==> src/rtl/gpio_irq_pkg.sv <==
package gpio_irq_pkg;
  typedef enum logic [1:0] {
    TRIG_LOW  = 2'b00,
    TRIG_HIGH = 2'b01,
    TRIG_FALL = 2'b10,
    TRIG_RISE = 2'b11
  } trig_e;

  localparam logic [1:0] SETUP_INPUT = 2'b01;
  localparam int ADDR_SETUP = 3;
  localparam int ADDR_CTRL  = 7;
  localparam int ADDR_STAT  = 9;
  localparam int EN_BIT     = 0;
  localparam int TRIG_LSB   = 4;
endpackage

==> src/rtl/gpio_rst_sync.sv <==
module gpio_rst_sync #(
  parameter int STAGES = 2
) (
  input  logic clk,
  input  logic rst_n,
  output logic rst_n_sync
);
  logic [STAGES-1:0] chain_q;
  logic [STAGES-1:0] chain_d;

  always_comb chain_d = {chain_q[STAGES-2:0], 1'b1};

  always_ff @(posedge clk or negedge rst_n) begin
    if (!rst_n) chain_q <= '0;
    else        chain_q <= chain_d;
  end

  assign rst_n_sync = chain_q[STAGES-1];
endmodule

==> src/rtl/gpio_sync.sv <==
module gpio_sync #(
  parameter int STAGES = 2
) (
  input  logic clk,
  input  logic rst_n,
  input  logic pin_i,
  output logic lvl_o,
  output logic prev_o
);
  logic [STAGES-1:0] stage_q;
  logic              prev_q;

  genvar g;
  generate
    for (g = 0; g < STAGES; g++) begin : g_stage
      logic d;
      if (g == 0) begin : g_first
        assign d = pin_i;
      end else begin : g_rest
        assign d = stage_q[g-1];
      end
      always_ff @(posedge clk or negedge rst_n) begin
        if (!rst_n) stage_q[g] <= 1'b0;
        else        stage_q[g] <= d;
      end
    end
  endgenerate

  always_ff @(posedge clk or negedge rst_n) begin
    if (!rst_n) prev_q <= 1'b0;
    else        prev_q <= stage_q[STAGES-1];
  end

  assign lvl_o  = stage_q[STAGES-1];
  assign prev_o = prev_q;
endmodule

==> src/rtl/gpio_trig_detect.sv <==
module gpio_trig_detect
  import gpio_irq_pkg::*;
(
  input  logic  lvl_i,
  input  logic  prev_i,
  input  trig_e mode_i,
  output logic  hit_o,
  output logic  is_level_o
);
  always_comb begin
    case (mode_i)
      TRIG_LOW:  hit_o = ~lvl_i;
      TRIG_HIGH: hit_o = lvl_i;
      TRIG_FALL: hit_o = prev_i & ~lvl_i;
      default:   hit_o = lvl_i & ~prev_i;
    endcase
  end

  assign is_level_o = (mode_i == TRIG_LOW) || (mode_i == TRIG_HIGH);
endmodule

==> src/rtl/gpio_irq_regs.sv <==
module gpio_irq_regs
  import gpio_irq_pkg::*;
#(
  parameter int ADDR_W = 4,
  parameter int DATA_W = 8
) (
  input  logic              clk,
  input  logic              rst_n,
  input  logic              wr_en_i,
  input  logic              rd_en_i,
  input  logic [ADDR_W-1:0] addr_i,
  input  logic [DATA_W-1:0] wdata_i,
  input  logic              status_i,
  output logic              en_o,
  output logic [1:0]        setup_o,
  output trig_e             mode_o,
  output logic              ack_o,
  output logic [DATA_W-1:0] rdata_o
);
  logic [DATA_W-1:0] ctrl_q, ctrl_d, setup_q, setup_d;
  logic              ctrl_we, setup_we;

  assign ctrl_we  = wr_en_i && (addr_i == ADDR_W'(ADDR_CTRL));
  assign setup_we = wr_en_i && (addr_i == ADDR_W'(ADDR_SETUP));

  always_comb begin
    ctrl_d  = ctrl_q;
    setup_d = setup_q;
    if (ctrl_we)  ctrl_d  = wdata_i;
    if (setup_we) setup_d = wdata_i;
  end

  always_ff @(posedge clk or negedge rst_n) begin
    if (!rst_n) begin
      ctrl_q  <= '0;
      setup_q <= '0;
    end else begin
      if (ctrl_we)  ctrl_q  <= ctrl_d;
      if (setup_we) setup_q <= setup_d;
    end
  end

  always_comb begin
    rdata_o = '0;
    if (rd_en_i) begin
      if (addr_i == ADDR_W'(ADDR_CTRL))       rdata_o = ctrl_q;
      else if (addr_i == ADDR_W'(ADDR_SETUP)) rdata_o = setup_q;
      else if (addr_i == ADDR_W'(ADDR_STAT))  rdata_o = DATA_W'(status_i);
    end
  end

  assign en_o    = ctrl_q[EN_BIT];
  assign setup_o = setup_q[1:0];
  assign mode_o  = trig_e'(ctrl_q[TRIG_LSB+1:TRIG_LSB]);
  assign ack_o   = rd_en_i && (addr_i == ADDR_W'(ADDR_STAT));


  cfg_hold_chk: assert property (@(posedge clk) disable iff (!rst_n)
    !wr_en_i |=> ($stable(ctrl_q) && $stable(setup_q)));
endmodule

==> src/rtl/gpio_irq_ctrl.sv <==
module gpio_irq_ctrl
  import gpio_irq_pkg::*;
#(
  parameter int ADDR_W      = 4,
  parameter int DATA_W      = 8,
  parameter int SYNC_STAGES = 2
) (
  input  logic              clk,
  input  logic              rst_n,
  input  logic              pin_i,
  input  logic              wr_en_i,
  input  logic              rd_en_i,
  input  logic [ADDR_W-1:0] addr_i,
  input  logic [DATA_W-1:0] wdata_i,
  output logic [DATA_W-1:0] rdata_o,
  output logic              status_o,
  output logic              irq_n_o
);
  logic       rst_n_s;
  logic       lvl, prev, hit, is_level, ack, en;
  logic [1:0] setup;
  trig_e      mode;
  logic       armed, status_q, status_d;

  gpio_rst_sync #(.STAGES(2)) u_rst (
    .clk(clk), .rst_n(rst_n), .rst_n_sync(rst_n_s));

  gpio_sync #(.STAGES(SYNC_STAGES)) u_sync (
    .clk(clk), .rst_n(rst_n_s), .pin_i(pin_i), .lvl_o(lvl), .prev_o(prev));

  gpio_trig_detect u_det (
    .lvl_i(lvl), .prev_i(prev), .mode_i(mode), .hit_o(hit), .is_level_o(is_level));

  gpio_irq_regs #(.ADDR_W(ADDR_W), .DATA_W(DATA_W)) u_regs (
    .clk(clk), .rst_n(rst_n_s), .wr_en_i(wr_en_i), .rd_en_i(rd_en_i),
    .addr_i(addr_i), .wdata_i(wdata_i), .status_i(status_q),
    .en_o(en), .setup_o(setup), .mode_o(mode), .ack_o(ack), .rdata_o(rdata_o));

  assign armed = en && (setup == SETUP_INPUT);

  // New trigger wins over acknowledge; disarm wins over both.
  always_comb begin
    status_d = status_q;
    if (!armed)   status_d = 1'b0;
    else if (hit) status_d = 1'b1;
    else if (ack) status_d = 1'b0;
  end

  always_ff @(posedge clk or negedge rst_n_s) begin
    if (!rst_n_s) status_q <= 1'b0;
    else          status_q <= status_d;
  end

  assign status_o = status_q;
  assign irq_n_o  = ~status_q;


  disarm_clears_chk: assert property (@(posedge clk) disable iff (!rst_n_s)
    !armed |=> !status_q);

  set_needs_trig_chk: assert property (@(posedge clk) disable iff (!rst_n_s)
    $rose(status_q) |-> $past(hit));

  level_hold_chk: assert property (@(posedge clk) disable iff (!rst_n_s)
    (armed && is_level && hit) |=> status_q);

  edge_ack_chk: assert property (@(posedge clk) disable iff (!rst_n_s)
    (armed && ack && !hit) |=> !status_q);
endmodule

==> config.mk <==
export PLATFORM = sky130hd
export DESIGN_NAME = gpio_irq_ctrl
export DESIGN_NICKNAME = d
export VERILOG_FILES = /design/src/rtl/gpio_irq_pkg.sv /design/src/rtl/gpio_rst_sync.sv /design/src/rtl/gpio_sync.sv /design/src/rtl/gpio_trig_detect.sv /design/src/rtl/gpio_irq_regs.sv /design/src/rtl/gpio_irq_ctrl.sv
export SDC_FILE = /design/constraint.sdc
export NUM_CORES = 1
export LEC_CHECK = 0
export CAP_MARGIN = 10
export CORE_MARGIN = 2
export CORE_UTILIZATION = 54
export DETAILED_ROUTE_END_ITERATION = 16
export DONT_BUFFER_PORTS = 1
export MAX_ROUTING_LAYER = met4
export PLACE_DENSITY_LB_ADDON = 0.3
export SETUP_SLACK_MARGIN = 0.15
export SLEW_MARGIN = 20
export SYNTH_ARGS = -nofsm -noshare
export SYNTH_HDL_FRONTEND = slang
export SYNTH_HIERARCHICAL = 1
export SYNTH_SLANG_ARGS = --single-unit
==> constraint.sdc <==
create_clock -name clk -period 0.8 [get_ports clk]
set_input_delay 0.04 -clock clk [delete_from_list [all_inputs] [get_ports clk]]
set_output_delay 0.04 -clock clk [all_outputs]
set_load 0.03 [all_outputs]
; Yosys cells after proc, flatten, opt, wreduce, memory -nomap -nowiden
; Index checks and enable logic that the tools add are counted.
; Widths: inputs -> output; s select.
[totals]
ff_bits = 22
latch_bits = 0
ramBits = 0
mem_bits_ro = 0
word_cells = 32
memories = 0
[classes]
n_addsub = 0
n_mul = 0
div_mod_pow = 0
magnitude_cmp = 0
eq_ne = 7
shift = 0
muxes = 8
n_bitwise = 5
n_reduce_logical = 5
[ops]
columns = operator, n
row1 = $mux 8, 3
row2 = $eq 2x1->1 const B, 2
row3 = $eq 4x2->1 const B, 1
row4 = $eq 4x3->1 const B, 1
row5 = $eq 4x4->1 const B, 1
row6 = $logic_and 1x1->1, 4
row7 = $mux 1, 4
row8 = $ne 3x3->1 const B, 1
row9 = $not 1->1, 3
row10 = $pmux 1 s3, 1
row11 = $and 1x1->1, 2
row12 = $eq 2x2->1 const B, 1
row13 = $logic_not 2->1, 1

; Longest topological paths before layout
[depth]
word_depth = 5
mapped_depth = 5
ltp_nobuf = 4

; Cells and area by module
; The synthesis kept the hierarchy.
[by_module_without_submodules]
columns = mod, instances, cells_each, area_per_inst_um2
row1 = gpio_irq_regs, 1, 59, 800.8
row2 = gpio_sync, 1, 3, 75.1
row3 = gpio_irq_ctrl, 1, 6, 55.1
row4 = gpio_rst_sync, 1, 3, 53.8
row5 = gpio_trig_detect, 1, 5, 30.0

; Least setup slack after synthesis
; Ideal clock, no wire load.
[synth_path]
path_type = reg2out
start = reg status_q (netlist: status_o)
end = out rdata_o[0]
arrival_time_ps = 1402
required_time_ps = 760
path_slack_ps = -642
path_stages_with_launch = 3
path_buffers = 0
path_cell_list = dfrtp_1 nand3_1 a211oi_1
[synth_via]
elab_chain_len = 4
[synth_lines]
columns = element, line_no
row1 = start: declaration, gpio_irq_ctrl.sv:23  ; logic armed, status_q, status_d;
row2 = start signal: assignment, gpio_irq_ctrl.sv:51  ; else status_q <= status_d;
row3 = $mux 1, gpio_irq_regs.sv:48  ; else if (addr_i == ADDR_W'(ADDR_STAT)) rdata_o = DATA_W'(status_i);
row4 = $mux 8, gpio_irq_regs.sv:47  ; else if (addr_i == ADDR_W'(ADDR_SETUP)) rdata_o = setup_q;
row5 = $mux 8, gpio_irq_regs.sv:46  ; if (addr_i == ADDR_W'(ADDR_CTRL)) rdata_o = ctrl_q;
row6 = $mux 8, gpio_irq_regs.sv:45  ; if (rd_en_i) begin
row7 = end: declaration, gpio_irq_ctrl.sv:15  ; output logic [DATA_W-1:0] rdata_o,
; No other way between the ends.

; Worst setup path after layout
[layout_path]
start = reg u_regs.ctrl_q[0]
end = out rdata_o[0]
[layout_via]
elab_chain_len = 2
[layout_lines]
columns = element, line_no
row1 = start: declaration, gpio_irq_regs.sv:20  ; logic [DATA_W-1:0] ctrl_q, ctrl_d, setup_q, setup_d;
row2 = start signal: assignment, gpio_irq_regs.sv:38  ; if (ctrl_we) ctrl_q <= ctrl_d;
row3 = $mux 8, gpio_irq_regs.sv:46
row4 = $mux 8, gpio_irq_regs.sv:45
; No other way between the ends.

==> metrics.cfg <==
[run]
max-cap-violations=0

[synthesis]
syn_avg_cell_area_um2=13.48
yosys_warnings=6
syn_area_mm2=0.001011
synth_nets=92
netlist_instances=75

[floorplanning]
dieWidth_um=47.27
die_height_um=47.27
start_util_pct=57.92
rows=15
core_region_area_mm2=0.001745
die_area_mm2=0.002234
ios=27

[route]
drc_errors=0
wl_per_cell_um=23.72
first_pass_iters=4
viasPerCell=5.993
ant_nets=0
drtIter0Drc=19
wirelength_mm=3.226
dr_total_vias=815

[clock_network]
cts_buffers=3
cts_sinks=22
clkLatencyLatePin_ps=330
path_clk_slew_ps=140
htree_levels=1
cts_tree=done
clock_path_buffers=2
root_buffer=clkbuf_4

[power_and_ir_drop]
powerDensity_mw_per_mm2=2128
vdd_drop_max_uv=2766
swShare_pct=27.17
p_comb_share_pct=30.2
p_sw_mw=0.9368
internal-power_mw=2.512
seqPwrFrac_pct=44.1
power_frac_clock_pct=25.7
leakage_nw=0.7515

[worst_setup_path]
cpMaxStageDelayCell=dfrtp_1
path_buf_inv=2
crit_type=reg -> out
crit_family=flip-flops
reg2reg_slack_ps=-340
crit_chain=nor3b_2, buf_4, a211oi_4, buf_6
crit_arrival_ps=1340
start_kind=register
end_kind=output port
critPathRequiredTime_ps=760
cpPeakStageDelay_ps=440
cp_max_fo=2

[global_routing]
grt_max_degree=21
grt_pass1_vias=795
overflow=0
grt_pass1_wl_mm=4.257
antenna_found_initial=0
track_usage_pct=30.48

[timing]
skew_ps=8.615
layout_min_cycle_time_ps=1376
drv_slew=0
grt_setup_unrepaired=true
clock.fmax_ghz=0.7270
setup_slack_ps=-575.5
hold_viol=0
finalSetupViolCount=26
period_share_pct=171.9

[final_layout]
fin_area_mm2=0.001620
num_antenna_cells=0
syn_to_final_growth_pct=60.27
instances_no_fill=136
nNetsFinal=129
drive_gt1_share_pct=60.36
final_util_pct=92.83

[place]
post_dp_cell_area_mm2=0.001299
dp_cells=110
io_buffers=0
post-place-ws_ps=-227.1
hpwlAfterDp_mm=1.412
gp_congestion=0.7745

[status]
outcome=finished, violations left
violations=negative setup slack

[hold_path]
min_path_type=in -> reg

-- cell usage in the layout, fill, tap and decap left out, types with 2 or more instances in the layout --
cell / n
nand2b_1: 2
nor2_1: 2
dfrtp_1: 20
inv_1: 2
clkbuf_4: 3
buf_12: 3
mux2_4: 16
nand3_4: 2
buf_6: 13
a22o_4: 7
dlygate4sd3_1: 11
nor2_4: 2
nand2_1: 2
dfrtp_2: 2
buf_4: 10
-- final cells by class --
class / count / area (um^2)
inverter: 3 / 15.01
timing repair buffer: 37 / 391.6
clock inverter: 1 / 30.03
multi-input combinational: 45 / 576.8
clock buffer: 3 / 22.52
sequential: 22 / 553.0
tap: 25 / 31.28
fill: 54 / 125.1
-- power by group through the flow --
| stage | sequential (mW) | clock, mW | combinational [mW] |
|---|---|---|---|
| 2_1_floorplan | 1.48 | 0 | 0.488 |
| 3_3_place_gp | 1.48 | 0 | 0.603 |
| 3_5_place_dp | 1.49 | 0 | 0.621 |
| 4_1_cts | 1.47 | 0.856 | 0.827 |
| 5_1_grt | 1.53 | 0.945 | 1.09 |
| 6_report | 1.52 | 0.887 | 1.04 |
-- layer usage --
metal / routed length [um] / GRT usage [%] / vias up
li1: - / - / 342
met1: 1276 / 35.40 / 413
met2: 1565 / 47.84 / 41
met3: 179 / 6.538 / 19
met4: 205 / 18.33 / 0
met5: 0 / - / -
-- state kept, by name (all words and copies together), names as in the netlist --
signal            cells
u_sync/g_stage.d      1
u_regs/ctrl_q         8
status_o              1
u_rst/chain_q         2
u_sync/prev_o         1
u_regs/setup_q        8
u_sync/lvl_o          1
-- worst paths after layout --
| kind | end | cells after the start | startpoint |
|---|---|---|---|
| worst max-delay path | rdata_o[0] | 4 | u_regs/ctrl_q[0]$_DFFE_PN0P_ |
| worst min-delay path | status_o$_DFFE_PN0P_ | 3 | addr_i[2] |
| worst max register to register | status_o$_DFFE_PN0P_ | 5 | u_regs/ctrl_q[4]$_DFFE_PN0P_ |
| worst min register to register | u_regs/ctrl_q[2]$_DFFE_PN0P_ | 1 | u_rst/chain_q[1]$_DFF_PN0_ |
| max in group asynchronous | u_rst/chain_q[1]$_DFF_PN0_ | 2 | rst_n |
| min in group asynchronous | u_regs/ctrl_q[2]$_DFFE_PN0P_ | 1 | u_rst/chain_q[1]$_DFF_PN0_ |
-- what timing repair did --
action | 4_1_cts | 5_1_grt
gates resized for setup | 10 | 8
setup endpoints to repair | 27 | 27
hold buffers | 10 | 1
pin swaps | 1 | 1
hold endpoints to repair | 19 | 2
setup buffers | 6 | 5
-- per-stage QoR --
stage	setup TNS (ps)	hold WS, ps	power, mW
6_report	-5290	157.3	3.448
2_1_floorplan	-2552	-255.6	1.965
3_5_place_dp	-3063	-255.6	2.110
4_1_cts	-4104	-131.6	3.156
3_3_place_gp	-2940	-255.5	2.083
5_1_grt	-5727	155.5	3.563
-- worst reg2reg max path, cell delays in order (launching register included) --
cell and delay, ps:
dfrtp_1 430, buf_4 140, a21boi_2 140, a22o_1 210
inv_1 60, a211oi_2 50
No activity file was read; power rests on OpenSTA's default activity.
